File: config.mk
export PLATFORM = sky130hd
export DESIGN_NAME = muxbus_host_if
export DESIGN_NICKNAME = d
export VERILOG_FILES = /design/src/rtl/mbi_pkg.sv /design/src/rtl/mbi_sync.sv /design/src/rtl/mbi_addr_latch.sv /design/src/rtl/mbi_mode_dec.sv /design/src/rtl/mbi_wr_cap.sv /design/src/rtl/muxbus_host_if.sv
export SDC_FILE = /design/constraint.sdc
export NUM_CORES = 1
export LEC_CHECK = 0
export BUFFER_PORTS_ARGS = -buffer_cell sky130_fd_sc_hd__clkbuf_2
export CELL_PAD_IN_SITES_DETAIL_PLACEMENT = 1
export CELL_PAD_IN_SITES_GLOBAL_PLACEMENT = 1
export CORE_UTILIZATION = 35
export CTS_BUF_LIST = sky130_fd_sc_hd__clkbuf_4
export DETAILED_ROUTE_END_ITERATION = 8
export HOLD_SLACK_MARGIN = 0.06
export PLACE_DENSITY = 0.7
export SYNTH_ARGS = -nofsm -noshare
export SYNTH_HDL_FRONTEND = slang
export SYNTH_HIERARCHICAL = 1
export SYNTH_SLANG_ARGS = --single-unit
File: constraint.sdc
create_clock -name clk -period 2.85 [get_ports clk]
set_input_delay 0.1425 -clock clk [delete_from_list [all_inputs] [get_ports clk]]
set_output_delay 0.1425 -clock clk [all_outputs]
set_load 0.02 [all_outputs]
File: src/rtl/mbi_pkg.sv
package mbi_pkg;
  typedef enum logic [2:0] {
    MD_IDLE    = 3'd0,
    MD_STANDBY = 3'd1,
    MD_FETCH   = 3'd2,
    MD_DREAD   = 3'd3,
    MD_WRITE   = 3'd4
  } mbi_mode_e;
endpackage

File: src/rtl/mbi_sync.sv
module mbi_sync #(
  parameter int             W       = 1,
  parameter logic [W-1:0]   RST_VAL = '0
) (
  input  logic         clk,
  input  logic         rst_n,
  input  logic [W-1:0] d,
  output logic [W-1:0] q
);
  for (genvar i = 0; i < W; i++) begin : g_bit
    logic meta_q;
    logic sync_q;
    always_ff @(posedge clk or negedge rst_n) begin
      if (!rst_n) begin
        meta_q <= RST_VAL[i];
        sync_q <= RST_VAL[i];
      end else begin
        meta_q <= d[i];
        sync_q <= meta_q;
      end
    end
    assign q[i] = sync_q;
  end
endmodule

File: src/rtl/mbi_addr_latch.sv
module mbi_addr_latch #(
  parameter int LO_W = 8,
  parameter int HI_W = 5,
  localparam int AW  = LO_W + HI_W
) (
  input  logic            clk,
  input  logic            rst_n,
  input  logic            ale,
  input  logic [LO_W-1:0] lo,
  input  logic [HI_W-1:0] hi,
  output logic [AW-1:0]   addr
);
  logic [AW-1:0] addr_q;
  logic [AW-1:0] addr_d;

  always_comb begin
    addr_d = addr_q;
    if (ale) addr_d = {hi, lo};
  end

  always_ff @(posedge clk or negedge rst_n) begin
    if (!rst_n) addr_q <= '0;
    else if (ale) addr_q <= addr_d;
  end

  assign addr = addr_d;
endmodule

File: src/rtl/mbi_mode_dec.sv
module mbi_mode_dec
  import mbi_pkg::*;
(
  input  logic      ce_n,
  input  logic      ale,
  input  logic      ps_n,
  input  logic      rd_n,
  input  logic      wr_n,
  output mbi_mode_e mode,
  output logic      drive
);
  always_comb begin
    mode = MD_IDLE;
    if (ce_n) begin
      if (!ale) mode = MD_STANDBY;
    end else begin
      unique case ({ps_n, rd_n, wr_n})
        3'b011:  mode = MD_FETCH;
        3'b101:  mode = MD_DREAD;
        3'b110:  mode = MD_WRITE;
        default: mode = MD_IDLE;
      endcase
    end
    drive = !ce_n && (mode == MD_FETCH || mode == MD_DREAD);
  end
endmodule

File: src/rtl/mbi_wr_cap.sv
module mbi_wr_cap
  import mbi_pkg::*;
#(
  parameter int DW = 8,
  parameter int AW = 13
) (
  input  logic          clk,
  input  logic          rst_n,
  input  mbi_mode_e     mode,
  input  logic          wr_n,
  input  logic [DW-1:0] bus,
  input  logic [AW-1:0] addr,
  output logic          stb,
  output logic [DW-1:0] data,
  output logic [AW-1:0] waddr
);
  logic          was_wr_q;
  logic [DW-1:0] hold_q, hold_d;
  logic          stb_q, stb_d;
  logic [DW-1:0] data_q, data_d;
  logic [AW-1:0] waddr_q, waddr_d;
  logic          rise;

  always_comb begin
    rise    = was_wr_q && wr_n;
    hold_d  = (mode == MD_WRITE) ? bus : hold_q;
    stb_d   = rise;
    data_d  = rise ? hold_q : data_q;
    waddr_d = rise ? addr : waddr_q;
  end

  always_ff @(posedge clk or negedge rst_n) begin
    if (!rst_n) begin
      was_wr_q <= 1'b0;
      hold_q   <= '0;
      stb_q    <= 1'b0;
      data_q   <= '0;
      waddr_q  <= '0;
    end else begin
      was_wr_q <= (mode == MD_WRITE);
      hold_q   <= hold_d;
      stb_q    <= stb_d;
      if (rise) begin
        data_q  <= data_d;
        waddr_q <= waddr_d;
      end
    end
  end

  assign stb   = stb_q;
  assign data  = data_q;
  assign waddr = waddr_q;
endmodule

File: src/rtl/muxbus_host_if.sv
module muxbus_host_if
  import mbi_pkg::*;
#(
  parameter int DATA_W = 8,
  parameter int HI_W   = 5,
  localparam int ADDR_W = DATA_W + HI_W
) (
  input  logic              clk,
  input  logic              rst_n,
  input  logic              ale_i,
  input  logic              ce_n_i,
  input  logic              pstore_n_i,
  input  logic              rd_n_i,
  input  logic              wr_n_i,
  input  logic [DATA_W-1:0] ad_i,
  input  logic [HI_W-1:0]   hi_addr_i,
  input  logic [DATA_W-1:0] rd_data_i,
  output logic [DATA_W-1:0] ad_o,
  output logic              ad_oe_o,
  output logic [ADDR_W-1:0] addr_o,
  output logic [2:0]        mode_o,
  output logic              wr_stb_o,
  output logic [DATA_W-1:0] wr_data_o,
  output logic [ADDR_W-1:0] wr_addr_o
);
  logic rst_m_q, rst_s_q;
  always_ff @(posedge clk or negedge rst_n) begin
    if (!rst_n) begin
      rst_m_q <= 1'b0;
      rst_s_q <= 1'b0;
    end else begin
      rst_m_q <= 1'b1;
      rst_s_q <= rst_m_q;
    end
  end

  logic [4:0] ctl_s;
  logic       ale_s, ce_n_s, ps_n_s, rd_n_s, wr_n_s;
  mbi_sync #(.W(5), .RST_VAL(5'b11110)) u_ctl_sync (
    .clk(clk), .rst_n(rst_s_q),
    .d({ce_n_i, pstore_n_i, rd_n_i, wr_n_i, ale_i}),
    .q(ctl_s)
  );
  assign {ce_n_s, ps_n_s, rd_n_s, wr_n_s, ale_s} = ctl_s;

  logic [ADDR_W-1:0] bus_s;
  mbi_sync #(.W(ADDR_W), .RST_VAL('0)) u_bus_sync (
    .clk(clk), .rst_n(rst_s_q),
    .d({hi_addr_i, ad_i}),
    .q(bus_s)
  );

  mbi_addr_latch #(.LO_W(DATA_W), .HI_W(HI_W)) u_latch (
    .clk(clk), .rst_n(rst_s_q), .ale(ale_s),
    .lo(bus_s[DATA_W-1:0]), .hi(bus_s[ADDR_W-1:DATA_W]),
    .addr(addr_o)
  );

  mbi_mode_e mode;
  logic      drive;
  mbi_mode_dec u_dec (
    .ce_n(ce_n_s), .ale(ale_s), .ps_n(ps_n_s), .rd_n(rd_n_s), .wr_n(wr_n_s),
    .mode(mode), .drive(drive)
  );

  mbi_wr_cap #(.DW(DATA_W), .AW(ADDR_W)) u_wr (
    .clk(clk), .rst_n(rst_s_q), .mode(mode), .wr_n(wr_n_s),
    .bus(bus_s[DATA_W-1:0]), .addr(addr_o),
    .stb(wr_stb_o), .data(wr_data_o), .waddr(wr_addr_o)
  );

  assign mode_o  = mode;
  assign ad_oe_o = drive;
  assign ad_o    = drive ? rd_data_i : '0;
endmodule

### Word level (Yosys, flattened, before mapping)

Cells that the tools add are included.

* equality and inequality tests: 6
* muxes and demuxes: 5
* reduce and logical (&&, ||, !) cells: 4

Operator list (count)
* 2-to-1 mux 13 bit: 1
* == test 3 x 2 -> 1 bit (second input constant): 3
* == test 3 bit (second input constant): 3
* case mux 3 bit (3 select lines): 1
* 2-to-1 mux 8 bit: 1
* 2-to-1 mux 3 bit: 1
* logical AND 1 bit: 2
* zero test 1 bit: 1
* logical OR 1 bit: 1
* 2-to-1 mux 1 bit: 1

* bits in registers: 82
* input port bits: 28
* output and inout bits: 47
* logic and storage cells: 59

### Longest topological paths before layout

Gate-level depths: netlist of run 1.

* depth after elaboration: 7
* gate-level depth with buffers: 6

### Modules after synthesis

Netlist of run 1, hierarchy kept.

Modules (own cells, without submodules)
* mbi_wr_cap: instances 1, area each 1260.0 µm², cells an instance 66
* mbi_sync at u_bus_sync: instances 1, area each 748.2 µm², cells an instance 39
* mbi_addr_latch: instances 1, area each 744.5 µm², cells an instance 42
* mbi_sync at u_ctl_sync: instances 1, area each 297.8 µm², cells an instance 15
* muxbus_host_if: instances 1, area each 103.8 µm², cells an instance 11
* mbi_mode_dec: instances 1, area each 53.8 µm², cells an instance 6

### Least setup slack after synthesis of run 1

No wires, ideal clock.

* kind: register to register
* start: register u_ctl_sync.g_bit[2].sync_q
* end: register u_wr.hold_q[0]
* path slack: 0.849 ns
* arrival: 1.876 ns
* stages on the path, launching flop included: 7
* library setup time: 0.125 ns
* path through: dfstp_2 buf_4 xnor2_1 nor3b_1 nor3b_2 buf_6 mux2_4

* cells in the longest elaborated chain, start to end: 4
* elaborated cells on any way between the ends: 6
* classes of those cells: eq/ne: 4; mux: 2

RTL lines
* start, declared: RTL line mbi_sync.sv:12 `logic sync_q;`
* start signal, assigned: RTL line mbi_sync.sv:16 `sync_q <= RST_VAL[i];`
* start signal, assigned: RTL line mbi_sync.sv:19 `sync_q <= meta_q;`
* == test 3 bit / == test 3 x 2 -> 1 bit (equally long branches): RTL line mbi_mode_dec.sv:17 `unique case ({ps_n, rd_n, wr_n})`
* case mux 3 bit (3 select lines) *: RTL line mbi_mode_dec.sv:17
* 2-to-1 mux 3 bit *: RTL line mbi_mode_dec.sv:14 `if (ce_n) begin`
* net mode_o[1]: RTL line muxbus_host_if.sv:21 `output logic [2:0] mode_o,`
* == test 3 bit *: RTL line mbi_wr_cap.sv:26 `hold_d = (mode == MD_WRITE) ? bus : hold_q;`
* end signal, assigned: RTL line mbi_wr_cap.sv:41 `hold_q <= hold_d;`
* end, declared: RTL line mbi_wr_cap.sv:18 `logic [DW-1:0] hold_q, hold_d;`

Mark *: on every way through the listed nets, which the timed path passes. The rest lies on a longest branch.
A chain may end at the register's enable or synchronous reset.

### Worst setup path after layout of run 1

* start: register u_ctl_sync.g_bit[2].sync_q
* end: output ad_o[2]

* cells in the longest elaborated chain, start to end: 7
* elaborated cells on any way between the ends: 10
* classes of those cells: eq/ne: 5; mux: 3; reduce/logical: 2

RTL lines
* == test 3 bit / == test 3 x 2 -> 1 bit (equally long branches): RTL line mbi_mode_dec.sv:17
* case mux 3 bit (3 select lines) *: RTL line mbi_mode_dec.sv:17
* 2-to-1 mux 3 bit *: RTL line mbi_mode_dec.sv:14
* == test 3 x 2 -> 1 bit: RTL line mbi_mode_dec.sv:24 `drive = !ce_n && (mode == MD_FETCH || mode == MD_DREAD);`
* logical OR 1 bit *: RTL line mbi_mode_dec.sv:24
* logical AND 1 bit *: RTL line mbi_mode_dec.sv:24
* 2-to-1 mux 8 bit *: RTL line muxbus_host_if.sv:74 `assign ad_o = drive ? rd_data_i : '0;`
* end, declared: RTL line muxbus_host_if.sv:18 `output logic [DATA_W-1:0] ad_o,`

Every way passes the cells marked *; elsewhere a longest branch is shown, timed or not.

==> results.md, run 1 <==
- Largest stage delay, worst path: roughly 0.58 ns
- Post-CTS Setup Bufs: 0
- Leakage: around 2 nW
- Routed Antenna Nets: 0
- Fraction of layout cells with a size suffix above 1: 59.6%
- Post-Syn Area: roughly 0.0032 mm²
- Max_slew headroom: about a third
- Clk root buf: clkbuf_4
- GR Util All Layers: 11.6%
- Startpoint Class: flop
- P_int: ~2.1 mW
- Sinks on Clock Net: 82
- Crit-path cells: xnor2_1 > nor3b_1 > and2_1 > clkbuf_2
- PortBufs: between 70 and 80
- CTS resizes: 0
- Wirelength per Cell: ~13 µm
- CP required: ~2.7 ns
- Die X: just under 100 µm
- Clk_lat worst skew: around 0.42 ns
- Io pins: 75
- Largest delay contributor family on the critical path: simple AND/OR/NAND/NOR gates
- Fmax: between 400 and 500 MHz
- Psw: approximately 0.71 mW
- Gpl congestion: ~0.6
- Drt first pass iters: 7
- Number of global-route vias before repair: 1700
- Routed Wire Length: between 5000 and 6000 µm
- Multi-input logic area: just over 900 µm²
- Mapped Cells: around 180
- HP Class: primary input to flop
- Die Y: just under 100 µm
- Synthesized area per cell: approximately 18 µm²
- Pin count of the biggest net entering global routing: a little over 80
- Clk pwr share: between 30% and 40%
- Max Fanout on Critical Path: 9
- Antenna cell count: 0
- Switching share of power: between 20% and 30%
- Synth Warn #: 6
- First-pass GRT wire length: about 8400 µm
- Initial antenna violation count: 0
- Routed vias: about 1600
- Sequential share of power: between 40% and 50%
- Area delta synth->final: 22.3%
- Utilization after layout: between 40% and 50%
- # fillers: approximately 870
- Endpoints failing setup: 0
- Worst Max-Slew Pin Slew: slightly below 1 ns
- Htree depth: 3
- TritonCTS buffer count: 9
- Setup_tns: 0 ns
- Crit path DAT: approximately 2 ns
- Final hold violations: 0
- Synth cell types: 17
- Critical path endpoint category: output pin
- Initial core utilization: 36.4%
- Status: finished, violations left
- Failing checks: DRC
- DR vias/cell: ~4.4
- CP Class: flop to output pin
- Core Box Area: around 0.0088 mm²
- Filler-free cell count of the finished design: ~380
- Max Cap Viol: 0
- CTS tree: done
- Die area: between 0.009 and 0.01 mm²
- Post-Syn Nets: roughly 210
- Synthesized flop and latch total: 82
- WP buf/inv: 1
- Rows: 34
- Pwr Total: roughly 2.9 mW
- Dpl hpwl: ~3300 µm
- Post-synthesis sequential area ratio: 64.3%
- RSZ-0062 raised after global routing: false
- Dpl cells: 340
- FF+latch area: around 0.0021 mm²
- Drc violations: 8
- Final worst path period need: 2.18 ns
- Worst path slowest cell: nor3b_1
- Peak VDD IR: roughly 0.00030 V
- DR iter-0 viols: 25
- Congestion Overflow GR: 0
- Final net count: between 200 and 300
- Power Density: 728 mW/mm²
- Clk_skew: 0.0179 ns
- Crit share post-route: 76.3%
- Clock Pin Slew Worst Setup and Hold Paths: about 0.13 ns
- Max clock buf depth: 2
- Comb pwr share: around 18%
- Max Slew Vio Count: 0
-- layer usage --
layer	global-route usage, %	part of all wire [%]
met5	0	0
met4	7.58	2.6
met3	3.15	3.5
met2	17.6	48
met1	14.6	46
-- worst paths after layout --
path,from,endpoint,slack (ns),cells past startpoint
max,u_ctl_sync/g_bit[2].sync_q$_DFF_PN1_,ad_o[2],0.67,4
min reg2reg,u_bus_sync/g_bit[12].meta_q$_DFF_PN0_,u_bus_sync/g_bit[12].sync_q$_DFF_PN0_,0.36,0
max reg2reg,u_ctl_sync/g_bit[3].sync_q$_DFF_PN1_,u_wr/hold_q[7]$_DFFE_PN0N_,1.19,5
max in group asynchronous,rst_s_q$_DFF_PN0_,u_wr/waddr[11]$_DFFE_PN0P_,1.70,0
min,hi_addr_i[2],u_bus_sync/g_bit[10].meta_q$_DFF_PN0_,0.36,2
min in group asynchronous,rst_s_q$_DFF_PN0_,u_bus_sync/g_bit[10].meta_q$_DFF_PN0_,0.51,0
-- layout by cell type (no fill, tap or decap), types with 2 or more instances in the layout --
master,count
buf_4,3
dlygate4sd3_1,20
mux2_4,47
bufinv_16,4
nor3b_1,2
mux2_2,8
clkbuf_4,10
and2_1,8
dfstp_2,8
clkbuf_2,74
dfrtp_1,73
-- registers in the layout, summed over array words and instances (netlist names) --
name,cells
u_ctl_sync/g_bit.sync_q,5
u_ctl_sync/g_bit.meta_q,5
u_latch/addr_q,13
u_bus_sync/g_bit.meta_q,13
rst_s_q,1
u_wr/waddr,13
u_wr/was_wr_q,1
u_wr/data,8
rst_m_q,1
u_bus_sync/g_bit.sync_q,13
u_wr/stb,1
u_wr/hold_q,8
-- cells by family (layout without fill, tap and decap cells) --
logic type,count (synthesis),count (layout),share of synthesized area (%)
buf+inv,25,113,6.98
xor+xnor,1,1,0.273
simple gates,14,14,3.24
mux,56,56,25.1
flops,82,82,64.3
other cells,1,1,0.117
-- repair_timing --
item,in CTS,in global routing
endpoints found under the hold margin,20,0
endpoints found under the setup margin,0,0
hold buffers,20,0
-- power by group through the flow --
| stage | Combinational [mW] | Clock (mW) | Sequential [mW] |
|---|---|---|---|
| floorplan | 0.294 | 0 | 1.51 |
| global placement | 0.491 | 0 | 1.44 |
| detailed placement | 0.500 | 0 | 1.45 |
| CTS | 0.523 | 0.955 | 1.43 |
| global route | 0.550 | 1.00 | 1.45 |
| finish | 0.515 | 0.919 | 1.42 |
-- cells in the mapped netlist (all sizes together) --
| library cell | count | area [µm²] |
|---|---|---|
| dfrtp | 74 | 1850 |
| mux2 | 55 | 796 |
| buf | 24 | 220 |
| and2 | 8 | 50.1 |
| dfstp | 8 | 210 |
| nor3b | 3 | 27.5 |
| and4bb | 1 | 12.5 |
| conb | 1 | 3.75 |
| inv | 1 | 3.75 |
| mux2i | 1 | 10.0 |
| nand2 | 1 | 6.26 |
| nand3b | 1 | 7.51 |
| xnor2 | 1 | 8.76 |
-- final cells by class --
cell class | count | area share (%)
inverters | 1 | 0.0957
flip-flops and latches | 82 | 52.6
clock inverters | 5 | 3.28
clock buffers | 10 | 1.91
repair buffers | 97 | 15.1
well taps | 108 | 3.44
multi-input cells | 72 | 23.5
-- metrics by stage --
stage	area [µm²]	setup WS, ns	hold WS [ns]
6_report	3920	0.674	0.358
5_1_grt	3920	0.491	0.319
4_1_cts	3920	0.626	0.320
3_5_place_dp	3520	1.11	-0.0706
3_3_place_gp	3520	1.21	-0.0713
2_1_floorplan	3210	0.411	-0.153
No activity file was read; power rests on OpenSTA's default activity.
==> inputs of run 2 (changes only) <==
--- a/config.mk
+++ b/config.mk
@@ -12,7 +12,7 @@
 export CTS_BUF_LIST = sky130_fd_sc_hd__clkbuf_4
 export DETAILED_ROUTE_END_ITERATION = 8
 export HOLD_SLACK_MARGIN = 0.06
-export PLACE_DENSITY = 0.7
+export PLACE_DENSITY = 0.72
 export SYNTH_ARGS = -nofsm -noshare
 export SYNTH_HDL_FRONTEND = slang
 export SYNTH_HIERARCHICAL = 1
==> constraint.sdc (replaced) <==
create_clock -name clk -period 1.94 [get_ports clk]
set_input_delay 0.097 -clock clk [delete_from_list [all_inputs] [get_ports clk]]
set_output_delay 0.097 -clock clk [all_outputs]
set_load 0.02 [all_outputs]
==> run 2 against run 1 <==
  * The flow still finishes with violations (DRC)
  * Sequential power increased by 46%
  * Core utilization grew 0.50 points
  * Design area increased by 1.1%
  * Register-to-register slack worse by 0.92 ns
  * Non-clock buffer count up 4
  * Critical path type unchanged
  * Die area did not move
  * Critical path depth is 1 higher
==> results.md, run 2 (same netlist as run 1, synthesis figures left out) <==
- Status: finished, violations left
- Failing checks: DRC
- Initial core utilization: between 30% and 40%
- Io pins: 75
- Number of global-route vias before repair: 1780
- Met2 GRT Util: a little over a fifth
- Congestion Overflow GR: 0
- Multi-input logic area: 940 µm²
- Core Box Area: about 0.0088 mm²
- Max Cap Viol: 0
- Commonest cells after routing, fill and taps aside: dfrtp_1, clkbuf_2, mux2_4
- Peak VDD IR: ~0.0004 V
- Switching share of power: 26.5%
- Comb pwr share: between 20% and 30%
- Antenna cell count: 0
- GRT met1 Usage: between 10% and 20%
- Dpl hpwl: around 3600 µm
- Filler-free cell count of the finished design: 380
- Routed Antenna Nets: 0
- Die Y: a little under 100 µm
- Rows: 34
- Pin count of the biggest net entering global routing: 43
- Htree depth: 3
- Max clock buf depth: 2
- Setup_tns: 0 ns
- Fraction of layout cells with a size suffix above 1: roughly three fifths
- PortBufs: 74
- Sequential share of power: between 50% and 60%
- Clock Pin Slew Worst Setup and Hold Paths: approximately 0.12 ns
- CP Class: flop to output pin
- Drc violations: 9
- DR vias/cell: around 4.3
- Startpoint Class: flop
- Pwr Total: roughly 3.9 mW
- Final worst path period need: around 1.8 ns
- Most common cell after layout, fill and taps aside: dfrtp_1
- CP required: between 1.5 and 2 ns
- Initial antenna violation count: 0
- Crit share post-route: 94.2%
- Max Fanout on Critical Path: 4
- Clk pwr share: between 20 and 30%
- Worst Max-Slew Pin Slew: approximately 0.50 ns
- DR iter-0 viols: 27
- Die area: ~0.0096 mm²
- TritonCTS buffer count: 9
- FF+latch area: 0.00207 mm²
- First-pass GRT wire length: around 9000 µm
- Routed Wire Length: 5380 µm
- Drt first pass iters: 5
- RSZ-0062 raised after global routing: true
- Wirelength per Cell: around 14 µm
- Utilization after layout: between 40 and 50%
- Power Density: a little under 1000 mW/mm²
- Endpoints failing setup: 0
- Die X: between 90 and 100 µm
- Fmax: about 550 MHz
- Psw: between 1 and 1.5 mW
- Grt met3 use: 4.22%
- P_int: approximately 2.9 mW
- Clk root buf: clkbuf_4
- Final hold violations: 0
- GR Util All Layers: about an eighth
- HP Class: primary input to flop
- Routed vias: between 1500 and 2000
- Leakage: 2.01 nW
- Dpl cells: between 300 and 400
- Crit path DAT: 1.73 ns
- Area delta synth->final: 23.7%
- CTS tree: done
- Clk_skew: 0.00878 ns
- Clk_lat worst skew: 0.41 ns
- # fillers: 889
- Max Slew Vio Count: 0
- Sinks on Clock Net: 82
- Critical path endpoint category: output pin
- Gpl congestion: approximately 0.66
- Top Usage Layer GRT: met2
- Final net count: between 200 and 300
- Max_slew headroom: roughly 66%
==> run 2: through the flow <==
stage	setup slack (ns)	cell area [µm²]	hold WS [ns]
finish	0.112	3970	0.304
global route	-0.0106	3970	0.262
CTS	0.0440	3920	0.263
detailed placement	0.249	3560	-0.114
global placement	0.354	3560	-0.116
floorplan	0.0225	3210	-0.199
==> run 2: final timing paths <==
path,start,slack [ns],endpoint,depth (start not counted)
max,u_ctl_sync/g_bit[2].sync_q$_DFF_PN1_,0.11,ad_o[5],5
max in group asynchronous,rst_s_q$_DFF_PN0_,1.03,u_latch/addr_q[1]$_DFFE_PN0P_,1
max reg2reg,u_ctl_sync/g_bit[2].sync_q$_DFF_PN1_,0.27,u_wr/hold_q[0]$_DFFE_PN0N_,5
min,pstore_n_i,0.30,u_ctl_sync/g_bit[3].meta_q$_DFF_PN1_,2
min reg2reg,rst_s_q$_DFF_PN0_,0.31,u_bus_sync/g_bit[10].meta_q$_DFF_PN0_,0
min in group asynchronous,rst_s_q$_DFF_PN0_,0.31,u_bus_sync/g_bit[10].meta_q$_DFF_PN0_,0
==> run 2: worst max-delay path, stage by stage, from the launching register on <==
cell,delay [ns]
dfstp_2,0.58
xnor2_2,0.10
nor3b_2,0.21
buf_2,0.17
and2_1,0.13
buf_4,0.14
==> run 2: what timing repair did <==
item | 4_1_cts | 5_1_grt
hold buffers | 20 | 0
setup endpoints to repair | 0 | 8
gates resized for setup | 0 | 19
hold endpoints to repair | 20 | 0
setup buffers | 0 | 1
==> run 2: routing by layer <==
layer	vias to the layer above	routed length, µm
met5	-	0
met4	0	102
li1	760	-
met2	45	2780
met1	824	2260
met3	11	243
==> run 2: cell type report <==
type | count | area share [%]
sequential | 82 | 52.1
tap | 108 | 3.41
inverter | 1 | 0.0946
multi-input combinational | 72 | 23.7
timing repair buffer | 101 | 16.8
clock buffer | 10 | 1.89
clock inverter | 6 | 2.08
==> run 2: power by group through the flow <==
stage / clock network (mW) / registers, mW / logic [mW]
after detailed placement: 0 / 2.12 / 0.762
after floorplan: 0 / 2.22 / 0.433
after global placement: 0 / 2.10 / 0.749
after global routing: 1.21 / 2.11 / 0.844
after CTS: 1.13 / 2.08 / 0.796
final: 1.08 / 2.07 / 0.794
